**config.mk**
```make
export PLATFORM = sky130hd
export DESIGN_NAME = async_serial_xcvr
export DESIGN_NICKNAME = d
export VERILOG_FILES = /design/src/rtl/sxcvr_pkg.sv /design/src/rtl/sxcvr_ctrl.sv /design/src/rtl/sxcvr_dpath.sv /design/src/rtl/async_serial_xcvr.sv
export SDC_FILE = /design/constraint.sdc
export NUM_CORES = 1
export LEC_CHECK = 0
export CAP_MARGIN = 40
export CELL_PAD_IN_SITES_DETAIL_PLACEMENT = 1
export CELL_PAD_IN_SITES_GLOBAL_PLACEMENT = 1
export CORE_UTILIZATION = 40
export DETAILED_ROUTE_END_ITERATION = 8
export GPL_TIMING_DRIVEN = 0
export PLACE_DENSITY_LB_ADDON = 0.1
export SLEW_MARGIN = 30
export SYNTH_ARGS = -nofsm -noshare
export SYNTH_HDL_FRONTEND = slang
export SYNTH_SLANG_ARGS = --single-unit
```
**constraint.sdc**
```tcl
create_clock -name clk -period 9.6 [get_ports clk]
set_clock_uncertainty 0.2 [all_clocks]
set_input_delay 0.96 -clock clk [delete_from_list [all_inputs] [get_ports clk]]
set_output_delay 0.96 -clock clk [all_outputs]
set_load 0.02 [all_outputs]
```
**src/rtl/sxcvr_pkg.sv**
```systemverilog
package sxcvr_pkg;
  typedef enum logic [2:0] {
    PH_IDLE  = 3'd0,
    PH_START = 3'd1,
    PH_DATA  = 3'd2,
    PH_PAR   = 3'd3,
    PH_STOP  = 3'd4
  } phase_t;

  typedef enum logic [1:0] {
    PAR_NONE = 2'd0,
    PAR_EVEN = 2'd1,
    PAR_ODD  = 2'd2,
    PAR_ZERO = 2'd3
  } parity_t;

  // strobes from control to datapath
  typedef struct packed {
    logic   txLoad;
    logic   txShift;
    phase_t txPhase;
    logic   rxClear;
    logic   rxBit;
    logic   rxPar;
    logic   rxStop;
  } strobe_t;
endpackage

```
**src/rtl/sxcvr_ctrl.sv**
```systemverilog
module sxcvr_ctrl
  import sxcvr_pkg::*;
#(
  parameter int DIV_W = 16
) (
  input  logic             clk,
  input  logic             rstN,
  input  logic             txValid,
  input  logic             cfgChar8,
  input  logic [1:0]       cfgParity,
  input  logic             cfgStop2,
  input  logic [DIV_W-1:0] cfgDivisor,
  input  logic             rxSync,
  output logic             txReady,
  output strobe_t          strobe
);
  localparam logic [DIV_W-1:0] DIV_MIN = DIV_W'(4);

  logic [2:0] lastIdx;
  logic       parOn;
  assign lastIdx = cfgChar8 ? 3'd7 : 3'd6;
  assign parOn   = (cfgParity != 2'd0);

  // transmit sequencer
  phase_t           txState;
  logic [DIV_W-1:0] txCnt;
  logic [2:0]       txIdx;
  logic             txTick;
  assign txTick = (txCnt == cfgDivisor - 1'b1);

  always_ff @(posedge clk or negedge rstN) begin
    if (!rstN) begin
      txState <= PH_IDLE;
      txCnt   <= '0;
      txIdx   <= '0;
    end else if (txState == PH_IDLE) begin
      if (txValid) begin
        txState <= PH_START;
        txCnt   <= '0;
      end
    end else if (!txTick) begin
      txCnt <= txCnt + 1'b1;
    end else begin
      txCnt <= '0;
      case (txState)
        PH_START: begin
          txState <= PH_DATA;
          txIdx   <= '0;
        end
        PH_DATA: begin
          if (txIdx == lastIdx) begin
            txState <= parOn ? PH_PAR : PH_STOP;
            txIdx   <= '0;
          end else begin
            txIdx <= txIdx + 1'b1;
          end
        end
        PH_PAR: begin
          txState <= PH_STOP;
          txIdx   <= '0;
        end
        PH_STOP: begin
          if (cfgStop2 && txIdx == 3'd0) txIdx <= 3'd1;
          else txState <= PH_IDLE;
        end
        default: txState <= PH_IDLE;
      endcase
    end
  end

  // receive sequencer
  phase_t           rxState;
  logic [DIV_W-1:0] rxCnt;
  logic [2:0]       rxIdx;
  logic             rxPrev;
  logic             rxTick;
  logic             rxHalf;
  assign rxTick = (rxCnt == cfgDivisor - 1'b1);
  assign rxHalf = (rxCnt == (cfgDivisor >> 1) - 1'b1);

  always_ff @(posedge clk or negedge rstN) begin
    if (!rstN) begin
      rxState <= PH_IDLE;
      rxCnt   <= '0;
      rxIdx   <= '0;
      rxPrev  <= 1'b1;
    end else begin
      rxPrev <= rxSync;
      case (rxState)
        PH_IDLE: begin
          if (rxPrev && !rxSync) begin
            rxState <= PH_START;
            rxCnt   <= '0;
          end
        end
        PH_START: begin
          if (rxHalf) begin
            rxCnt   <= '0;
            rxIdx   <= '0;
            rxState <= rxSync ? PH_IDLE : PH_DATA;
          end else begin
            rxCnt <= rxCnt + 1'b1;
          end
        end
        PH_DATA: begin
          if (rxTick) begin
            rxCnt <= '0;
            if (rxIdx == lastIdx) rxState <= parOn ? PH_PAR : PH_STOP;
            else rxIdx <= rxIdx + 1'b1;
          end else begin
            rxCnt <= rxCnt + 1'b1;
          end
        end
        PH_PAR: begin
          if (rxTick) begin
            rxCnt   <= '0;
            rxState <= PH_STOP;
          end else begin
            rxCnt <= rxCnt + 1'b1;
          end
        end
        PH_STOP: begin
          if (rxTick) begin
            rxCnt   <= '0;
            rxState <= PH_IDLE;
          end else begin
            rxCnt <= rxCnt + 1'b1;
          end
        end
        default: rxState <= PH_IDLE;
      endcase
    end
  end

  assign txReady = (txState == PH_IDLE);

  always_comb begin
    strobe.txLoad  = (txState == PH_IDLE) && txValid;
    strobe.txShift = (txState == PH_DATA) && txTick;
    strobe.txPhase = txState;
    strobe.rxClear = (rxState == PH_START) && rxHalf && !rxSync;
    strobe.rxBit   = (rxState == PH_DATA) && rxTick;
    strobe.rxPar   = (rxState == PH_PAR) && rxTick;
    strobe.rxStop  = (rxState == PH_STOP) && rxTick;
  end

  AST_DIV_MIN: assert property (@(posedge clk) disable iff (!rstN)
    cfgDivisor >= DIV_MIN);
  AST_RX_ONE_STROBE: assert property (@(posedge clk) disable iff (!rstN)
    $onehot0({strobe.rxClear, strobe.rxBit, strobe.rxPar, strobe.rxStop}));
  AST_TX_BUSY_AFTER_LOAD: assert property (@(posedge clk) disable iff (!rstN)
    strobe.txLoad |=> !txReady);
endmodule

```
**src/rtl/sxcvr_dpath.sv**
```systemverilog
module sxcvr_dpath
  import sxcvr_pkg::*;
#(
  parameter int SYNC_STAGES = 2,
  parameter int CHAR_W      = 8
) (
  input  logic              clk,
  input  logic              rstN,
  input  strobe_t           strobe,
  input  logic              cfgChar8,
  input  logic [1:0]        cfgParity,
  input  logic [CHAR_W-1:0] txData,
  input  logic              serRx,
  input  logic              rxRead,
  input  logic              errClear,
  output logic              serTx,
  output logic              rxSync,
  output logic [CHAR_W-1:0] rxData,
  output logic              rxValid,
  output logic              errParity,
  output logic              errFrame,
  output logic              errOverrun
);
  parity_t parMode;
  assign parMode = parity_t'(cfgParity);

  // input synchronizer
  logic [SYNC_STAGES-1:0] syncQ;
  always_ff @(posedge clk or negedge rstN) begin
    if (!rstN) syncQ <= '1;
    else syncQ <= {syncQ[SYNC_STAGES-2:0], serRx};
  end
  assign rxSync = syncQ[SYNC_STAGES-1];

  // transmit shifter
  logic [CHAR_W-1:0] txMasked;
  logic [CHAR_W-1:0] txSh;
  logic              txOnes;
  assign txMasked = {txData[CHAR_W-1] & cfgChar8, txData[CHAR_W-2:0]};

  always_ff @(posedge clk or negedge rstN) begin
    if (!rstN) begin
      txSh   <= '0;
      txOnes <= 1'b0;
    end else if (strobe.txLoad) begin
      txSh   <= txMasked;
      txOnes <= ^txMasked;
    end else if (strobe.txShift) begin
      txSh <= txSh >> 1;
    end
  end

  always_comb begin
    case (strobe.txPhase)
      PH_START: serTx = 1'b0;
      PH_DATA:  serTx = txSh[0];
      PH_PAR: begin
        case (parMode)
          PAR_EVEN: serTx = txOnes;
          PAR_ODD:  serTx = ~txOnes;
          default:  serTx = 1'b0;
        endcase
      end
      default:  serTx = 1'b1;
    endcase
  end

  // receive shifter and status
  logic [CHAR_W-1:0] rxSh;
  logic              rxOnes;
  logic              rxParBad;
  logic              parBadNow;

  always_comb begin
    case (parMode)
      PAR_EVEN: parBadNow = rxOnes ^ rxSync;
      PAR_ODD:  parBadNow = ~(rxOnes ^ rxSync);
      PAR_ZERO: parBadNow = rxSync;
      default:  parBadNow = 1'b0;
    endcase
  end

  always_ff @(posedge clk or negedge rstN) begin
    if (!rstN) begin
      rxSh       <= '0;
      rxOnes     <= 1'b0;
      rxParBad   <= 1'b0;
      rxData     <= '0;
      rxValid    <= 1'b0;
      errParity  <= 1'b0;
      errFrame   <= 1'b0;
      errOverrun <= 1'b0;
    end else begin
      if (strobe.rxClear) begin
        rxSh     <= '0;
        rxOnes   <= 1'b0;
        rxParBad <= 1'b0;
      end
      if (strobe.rxBit) begin
        rxSh   <= {rxSync, rxSh[CHAR_W-1:1]};
        rxOnes <= rxOnes ^ rxSync;
      end
      if (strobe.rxPar) rxParBad <= parBadNow;

      if (strobe.rxStop) begin
        rxData  <= cfgChar8 ? rxSh : {1'b0, rxSh[CHAR_W-1:1]};
        rxValid <= 1'b1;
      end else if (rxRead) begin
        rxValid <= 1'b0;
      end

      if (strobe.rxStop && rxParBad) errParity <= 1'b1;
      else if (errClear) errParity <= 1'b0;
      if (strobe.rxStop && !rxSync) errFrame <= 1'b1;
      else if (errClear) errFrame <= 1'b0;
      if (strobe.rxStop && rxValid && !rxRead) errOverrun <= 1'b1;
      else if (errClear) errOverrun <= 1'b0;
    end
  end

  AST_TX_START_LOW: assert property (@(posedge clk) disable iff (!rstN)
    strobe.txLoad |=> !serTx);
  AST_RX7_MSB_ZERO: assert property (@(posedge clk) disable iff (!rstN)
    (strobe.rxStop && !cfgChar8) |=> !rxData[CHAR_W-1]);
  AST_PERR_STICKY: assert property (@(posedge clk) disable iff (!rstN)
    (errParity && !errClear) |=> errParity);
  AST_FERR_STICKY: assert property (@(posedge clk) disable iff (!rstN)
    (errFrame && !errClear) |=> errFrame);
  AST_RXVALID_HOLD: assert property (@(posedge clk) disable iff (!rstN)
    (rxValid && !rxRead) |=> rxValid);
endmodule

```
**src/rtl/async_serial_xcvr.sv**
```systemverilog
module async_serial_xcvr
  import sxcvr_pkg::*;
#(
  parameter int DIV_W       = 16,
  parameter int SYNC_STAGES = 2
) (
  input  logic             clk,
  input  logic             rstN,
  input  logic             cfgChar8,
  input  logic [1:0]       cfgParity,
  input  logic             cfgStop2,
  input  logic [DIV_W-1:0] cfgDivisor,
  input  logic [7:0]       txData,
  input  logic             txValid,
  output logic             txReady,
  output logic             serTx,
  input  logic             serRx,
  output logic [7:0]       rxData,
  output logic             rxValid,
  input  logic             rxRead,
  output logic             errParity,
  output logic             errFrame,
  output logic             errOverrun,
  input  logic             errClear
);
  strobe_t strobe;
  logic    rxSync;

  sxcvr_ctrl #(.DIV_W(DIV_W)) u_ctrl (
    .clk        (clk),
    .rstN       (rstN),
    .txValid    (txValid),
    .cfgChar8   (cfgChar8),
    .cfgParity  (cfgParity),
    .cfgStop2   (cfgStop2),
    .cfgDivisor (cfgDivisor),
    .rxSync     (rxSync),
    .txReady    (txReady),
    .strobe     (strobe)
  );

  sxcvr_dpath #(.SYNC_STAGES(SYNC_STAGES), .CHAR_W(8)) u_dpath (
    .clk        (clk),
    .rstN       (rstN),
    .strobe     (strobe),
    .cfgChar8   (cfgChar8),
    .cfgParity  (cfgParity),
    .txData     (txData),
    .serRx      (serRx),
    .rxRead     (rxRead),
    .errClear   (errClear),
    .serTx      (serTx),
    .rxSync     (rxSync),
    .rxData     (rxData),
    .rxValid    (rxValid),
    .errParity  (errParity),
    .errFrame   (errFrame),
    .errOverrun (errOverrun)
  );

  AST_IDLE_LINE_HIGH: assert property (@(posedge clk) disable iff (!rstN)
    txReady |-> serTx);
endmodule

```
* Word-level counts from Yosys, hierarchy flattened
Index checks and enable logic that the tools add are counted.
** Storage, ports and cells
- Word-level logic and storage cells :: 141
- Bits of input ports :: 34
- Bits in registers :: 78
- Output and inout port bits :: 14
** Cells by class
- Add/subtract/negate cells :: 6
- Reductions and logical operators :: 38
- Equal/unequal tests :: 27
- Bitwise gates (word level) :: 5
- Mux-type cells :: 47
** Operator list (number)
- $mux 16 :: 6
- $mux 3 :: 17
- $eq 16x16->1 :: 3
- $pmux 16 s3 :: 1
- $mux 8 :: 5
- $add 16x1->16 const B :: 2
- $reduce_bool 2->1 :: 10
- $sub 15x1->16 const B :: 1
- $sub 16x1->16 const B :: 1
- $pmux 3 s5 :: 1
- $ne 2x1->1 const B :: 7
- $logic_and 1x1->1 :: 13
- $eq 3x2->1 const B :: 4
- $pmux 3 s4 :: 1
- $reduce_and 4->1 :: 3
- $mux 1 :: 10
- $logic_not 3->1 :: 3
- $pmux 3 s3 :: 1
- $reduce_xor 8->1 :: 1
- $add 3x1->3 const B :: 2
- $eq 3x1->1 const B :: 2
- $eq 3x3->1 :: 2
- $eq 3x3->1 const B :: 2
- $pmux 1 s3 :: 2
- other kinds (17) :: 23

* Longest topological paths before layout
- Word-level depth :: 6
- Gate-level depth with buffers :: 14
- Depth with buffers taken out :: 10

* Hierarchy
From an unflattened synthesis, not the netlist that was laid out.
** Unflattened totals
- Cell total of the unflattened synthesis :: 654
- Area total of the unflattened synthesis :: 5748.0 um^2
** Modules (own cells, without submodules)
- sxcvr_ctrl :: area each 4239.1 um^2, cells an instance 510, seq. area each 1127.3 um^2, times used 1
- sxcvr_dpath :: area each 1508.9 um^2, cells an instance 144, seq. area each 828.3 um^2, times used 1

* Worst setup path after synthesis
OpenSTA, ideal clock, no wires.
- Path kind :: input-to-reg
- Start :: input cfgDivisor[2]
- End :: register u_ctrl.rxState[0]
- Setup slack :: 5.075 ns
- Data required time :: 9.275 ns
- Data arrival time :: 4.200 ns
- Stages on the path :: 11
- Buffers on the path :: 1
- Setup time :: 0.125 ns
- Path through :: buf_6 inv_1 ha_1 nor4b_2 xnor2_1 or3b_2 or4_4 nor4_4 a21oi_2 nor3_4 mux2_4
** Between the ends
- Longest elaborated chain between the ends :: 4
- Elaborated cells between the ends (all ways) :: 9
- Those cells by class :: add/sub (2); eq/ne (6); reduce/logical (1)
** RTL lines
- start, declared :: RTL line async_serial_xcvr.sv:12 : input logic [DIV_W-1:0] cfgDivisor,
- $sub 16x1->16 or $sub 15x1->16 (tied branches) :: RTL line sxcvr_ctrl.sv:78, sxcvr_ctrl.sv:79
- $eq 16x16->1 (on tied branches) :: RTL line sxcvr_ctrl.sv:78, sxcvr_ctrl.sv:79
- $ne 2x1->1 (no source line)
- $reduce_and 6->1 (no source line) *
- end signal, assigned :: RTL line sxcvr_ctrl.sv:100 : rxState <= rxSync ? PH_IDLE : PH_DATA;
- end signal, assigned :: RTL line sxcvr_ctrl.sv:108 : if (rxIdx == lastIdx) rxState <= parOn ? PH_PAR : PH_STOP;
- end, declared :: RTL line sxcvr_ctrl.sv:72 : phase_t rxState;
Every way passes the cells marked *; elsewhere a longest branch is shown, timed or not.
A chain may end at the register's enable or synchronous reset.

* Worst setup path after layout
- Start :: input cfgDivisor[1]
- End :: register u_ctrl.rxCnt[2]
** Between the ends
- Longest elaborated chain between the ends :: 4
- Elaborated cells between the ends (all ways) :: 7
- Those cells by class :: add/sub (2); eq/ne (2); mux (3)
** RTL lines
- $sub 16x1->16 or $sub 15x1->16 (tied branches) :: RTL line sxcvr_ctrl.sv:78, sxcvr_ctrl.sv:79
- $eq 16x16->1 (on tied branches) :: RTL line sxcvr_ctrl.sv:78, sxcvr_ctrl.sv:79
- $mux 16 (on tied branches)
- $pmux 16 s3 * :: RTL line sxcvr_ctrl.sv:89 : case (rxState)
- end signal, assigned :: RTL line sxcvr_ctrl.sv:111 : rxCnt <= rxCnt + 1'b1;
- end signal, assigned :: RTL line sxcvr_ctrl.sv:119 : rxCnt <= rxCnt + 1'b1;
- end signal, assigned :: RTL line sxcvr_ctrl.sv:127 : rxCnt <= rxCnt + 1'b1;
- end, declared :: RTL line sxcvr_ctrl.sv:73 : logic [DIV_W-1:0] rxCnt;
Marks and branches as above.

==> out/qor.csv <==
stage,metric,value,unit
outcome,status,completed,
timing,setup_violations,0,
global_routing,grt_pass1_wl,28600,um
timing,fin_crit,5.10,ns
power_and_ir_drop,leakage,2.78,nW
layout,drive_above_1_share,0.0895,
layout,final_util,0.478,
synthesis,syn_area_per_cell,8.75,um2
global_routing,grt_max_degree,49,
synthesis,synthFlopType,dfrtp_1,
route,via_count,5312,
clocking,h-tree-depth,3,
timing,hold_violations,0,
placement,dp.cells,877,
clocking,cts_buffers,9,
clocking,cts_root_buffer,clkbuf_16,
clocking,path_clk_slew,0.06,ns
power_and_ir_drop,combPwrFrac,0.271,
route,antenna_left,0,
power_and_ir_drop,finalPower,0.974,mW
global_routing,grt_pass1_vias,5532,
placement,hpwlAfterDp,12900,um
setup_path,worstPathMaxFanout,10,
route,avgViaCountPerCell,5.94,
timing,fin_hold_ws,0.164,ns
setup_path,crit_arrival,5.10,ns
timing,rsz0062_at_grt,no,
clocking,postCtsSetupRepairBufs,0,
route,drt_first_pass_iters,5,
layout,fin_nets,751,
route,routedWlPerCell,19.2,um
placement,place.gp.congestion,0.895,
setup_path,cp-end-kind,register,
worst_hold_path,min_path_type,register to register,
job,max-cap-violations,0,
setup_path,cp-start-kind,primary input,
global_routing,overflow,0,
setup_path,worst_path_max_delay_cell,nor3b_1,
placement,placed_area,6400,um2
synthesis,synth_nets,700,
layout,final_cell_area,6680,um2
timing,setup_slack,4.50,ns
synthesis,async_flop_share,1.00,
floorplanning,core,14000,um2
layout,area_growth,15.9,%
power_and_ir_drop,p_sw,0.325,mW
clocking,clk_latency,0.35,ns
layout,final_cells,895,
power_and_ir_drop,power.density,146,nW/um2
floorplanning,die_y,122,um
timing,worst_pin_slew,0.799,ns
timing,relSlewSlack,0.464,
timing,setup_tns,0,ns
setup_path,max_stage_delay,0.68,ns
setup_path,worstReg2RegStart,u_ctrl.rxCnt[3],
floorplanning,start_util,0.412,
placement,numPortBuffers,36,
timing,drv_slew,0,
clocking,cts_resized,0,
setup_path,crit_path_cell_trace,clkdlybuf4s50_1 -> inv_1 -> ha_1 -> nor3b_1 -> a31oi_1 -> nor4_1 -> nand4_1 -> nor4_2 -> nor3_2 -> nor3_4 -> buf_6 -> o22ai_1,
setup_path,cp.required,9.60,ns
timing,fmax,196,MHz
power_and_ir_drop,sw_frac_of_total,0.334,
synthesis,ys_warn_count,0,
layout,antennaDiodeCount,0,
setup_path,critPathKind,primary input to register,
power_and_ir_drop,peakVddDrop,81.2,uV
synthesis,netlist_instances,659,
synthesis,netlist_area,5770,um2
clocking,cts.sinks,78,
power_and_ir_drop,clkPwrFrac,0.334,
synthesis,synth_edf_count,0,
route,drtIter0Drc,194,
global_routing,antenna_found_initial,0,
power_and_ir_drop,pwr-share-seq,0.395,
clocking,cts_tree,built,
clocking,postCtsHoldBufs,0,
route,wl,17200,um
synthesis,ys_seq_area_frac,0.339,
floorplanning,dieArea,14900,um2
worst_hold_path,hp-start,u_dpath.syncQ[1],
power_and_ir_drop,p_int,0.649,mW
global_routing,grt_usage,0.248,
floorplanning,rows,43,
floorplanning,boundaryPins,48,
floorplanning,fp.dieW,122,um
placement,pre_cts_ws,3.82,ns
synthesis,post_synth_num_cell_types,70,
timing,final.period_utilization,0.531,
clocking,clock_path_buffers,2,
synthesis,synth_seq_cells,78,
setup_path,cp-startpoint,cfgDivisor[1],
route,drc,0,
Yosys cell counts, types with 9 or more instances:
library cell	number	area share
o21ai_0	37	0.032
nand2_1	55	0.036
nor3_1	14	0.012
nand2b_1	11	0.012
mux2_2	11	0.021
and3_1	20	0.022
dfrtp_1	75	0.33
nor4_1	11	0.012
nor2b_1	10	0.011
xor2_1	19	0.029
a31oi_1	16	0.017
xnor2_1	45	0.068
nand3_1	17	0.015
or3_1	18	0.020
clkbuf_1	30	0.020
nand4_1	11	0.012
buf_2	9	0.0078
nor2_1	31	0.020
o22ai_1	10	0.011
o21a_1	11	0.014
o2bb2ai_1	9	0.014
inv_1	38	0.025
a21oi_1	29	0.025
layout make-up:
type / instances / area (um2)
inverter: 38 / 143
sequential: 78 / 1960
fill: 1645 / 7310
timing repair buffer: 40 / 403
clock buffer: 10 / 239
multi-input combinational: 499 / 3490
tap: 180 / 225
clock inverter: 6 / 37.5
buffer: 44 / 191
cell usage in the layout (no fill, tap or decap), drive strengths merged, types with 6 or more instances in the layout:
cell type	synthesis	routed
mux2i	6	6
o22a	7	7
o41ai	8	8
nand2b	11	11
o2bb2ai	9	9
nor3	17	17
nand4	11	11
o21a	11	11
mux2	12	12
xnor3	6	6
nor4	14	14
or3	18	18
nor2	31	31
nand3	17	17
nand2	55	55
and3	20	20
buf	14	18
dfrtp	75	75
clkinv	0	6
clkdlybuf4s50	0	35
inv	38	38
nor2b	10	10
xnor2	45	45
a31oi	16	16
o31ai	6	6
ha	7	7
clkbuf	30	41
o22ai	10	10
xor2	19	19
a21oi	31	31
o21ai	42	42
layer usage:
layer / vias up / global-route usage / wire (um)
met5: - / 0 / 0
met4: 0 / 0.0816 / 313
met3: 25 / 0.0482 / 777
met2: 134 / 0.415 / 8430
met1: 2655 / 0.319 / 7660
li1: 2498 / - / -
cells by family after synthesis:
group                    synth area share
AND/OR/NAND/NOR                     0.225
AO/OA/AOI/OAI                       0.204
buffers and inverters              0.0579
flip-flops                          0.339
XOR/XNOR                            0.125
multiplexers                       0.0345
adder cells (fa/ha/maj)            0.0152
worst paths after layout:
| path | to | slack (ns) | cells past startpoint |
|---|---|---|---|
| min in group asynchronous | u_ctrl.txCnt[3] | 0.29 | 1 |
| worst max register to register | u_ctrl.rxCnt[2] | 5.81 | 9 |
| worst max-delay path | u_ctrl.rxCnt[2] | 4.50 | 12 |
| worst min-delay path | u_ctrl.rxPrev | 0.16 | 0 |
| max in group asynchronous | u_dpath.syncQ[1] | 8.29 | 2 |
| worst min register to register | u_ctrl.rxPrev | 0.16 | 0 |
power by group through the flow:
stage | Clock, mW | Combinational [mW] | Sequential (mW)
final | 0.325 | 0.264 | 0.385
after global routing | 0.347 | 0.289 | 0.388
after CTS | 0.335 | 0.264 | 0.385
after detailed placement | 0 | 0.262 | 0.390
after global placement | 0 | 0.248 | 0.390
after floorplan | 0 | 0.187 | 0.381
flip-flops by register name, indices dropped and copies added, names as in the netlist, 2 cells and up:
register / count
u_ctrl.txState: 3
u_dpath.syncQ: 2
u_ctrl.rxIdx: 3
u_dpath.txSh: 8
u_ctrl.txCnt: 16
u_dpath.rxData: 8
u_dpath.rxSh: 8
u_ctrl.txIdx: 3
u_ctrl.rxState: 3
u_ctrl.rxCnt: 16
worst max-delay path, delay by kind of cell:
| family | cells | cell delay, ns |
|---|---|---|
| fa+ha+maj | 1 | 0.33 |
| compound gates | 2 | 0.33 |
| simple gates | 6 | 2.67 |
| buf+inv | 3 | 0.78 |
Power figures use the tool's default switching activity.
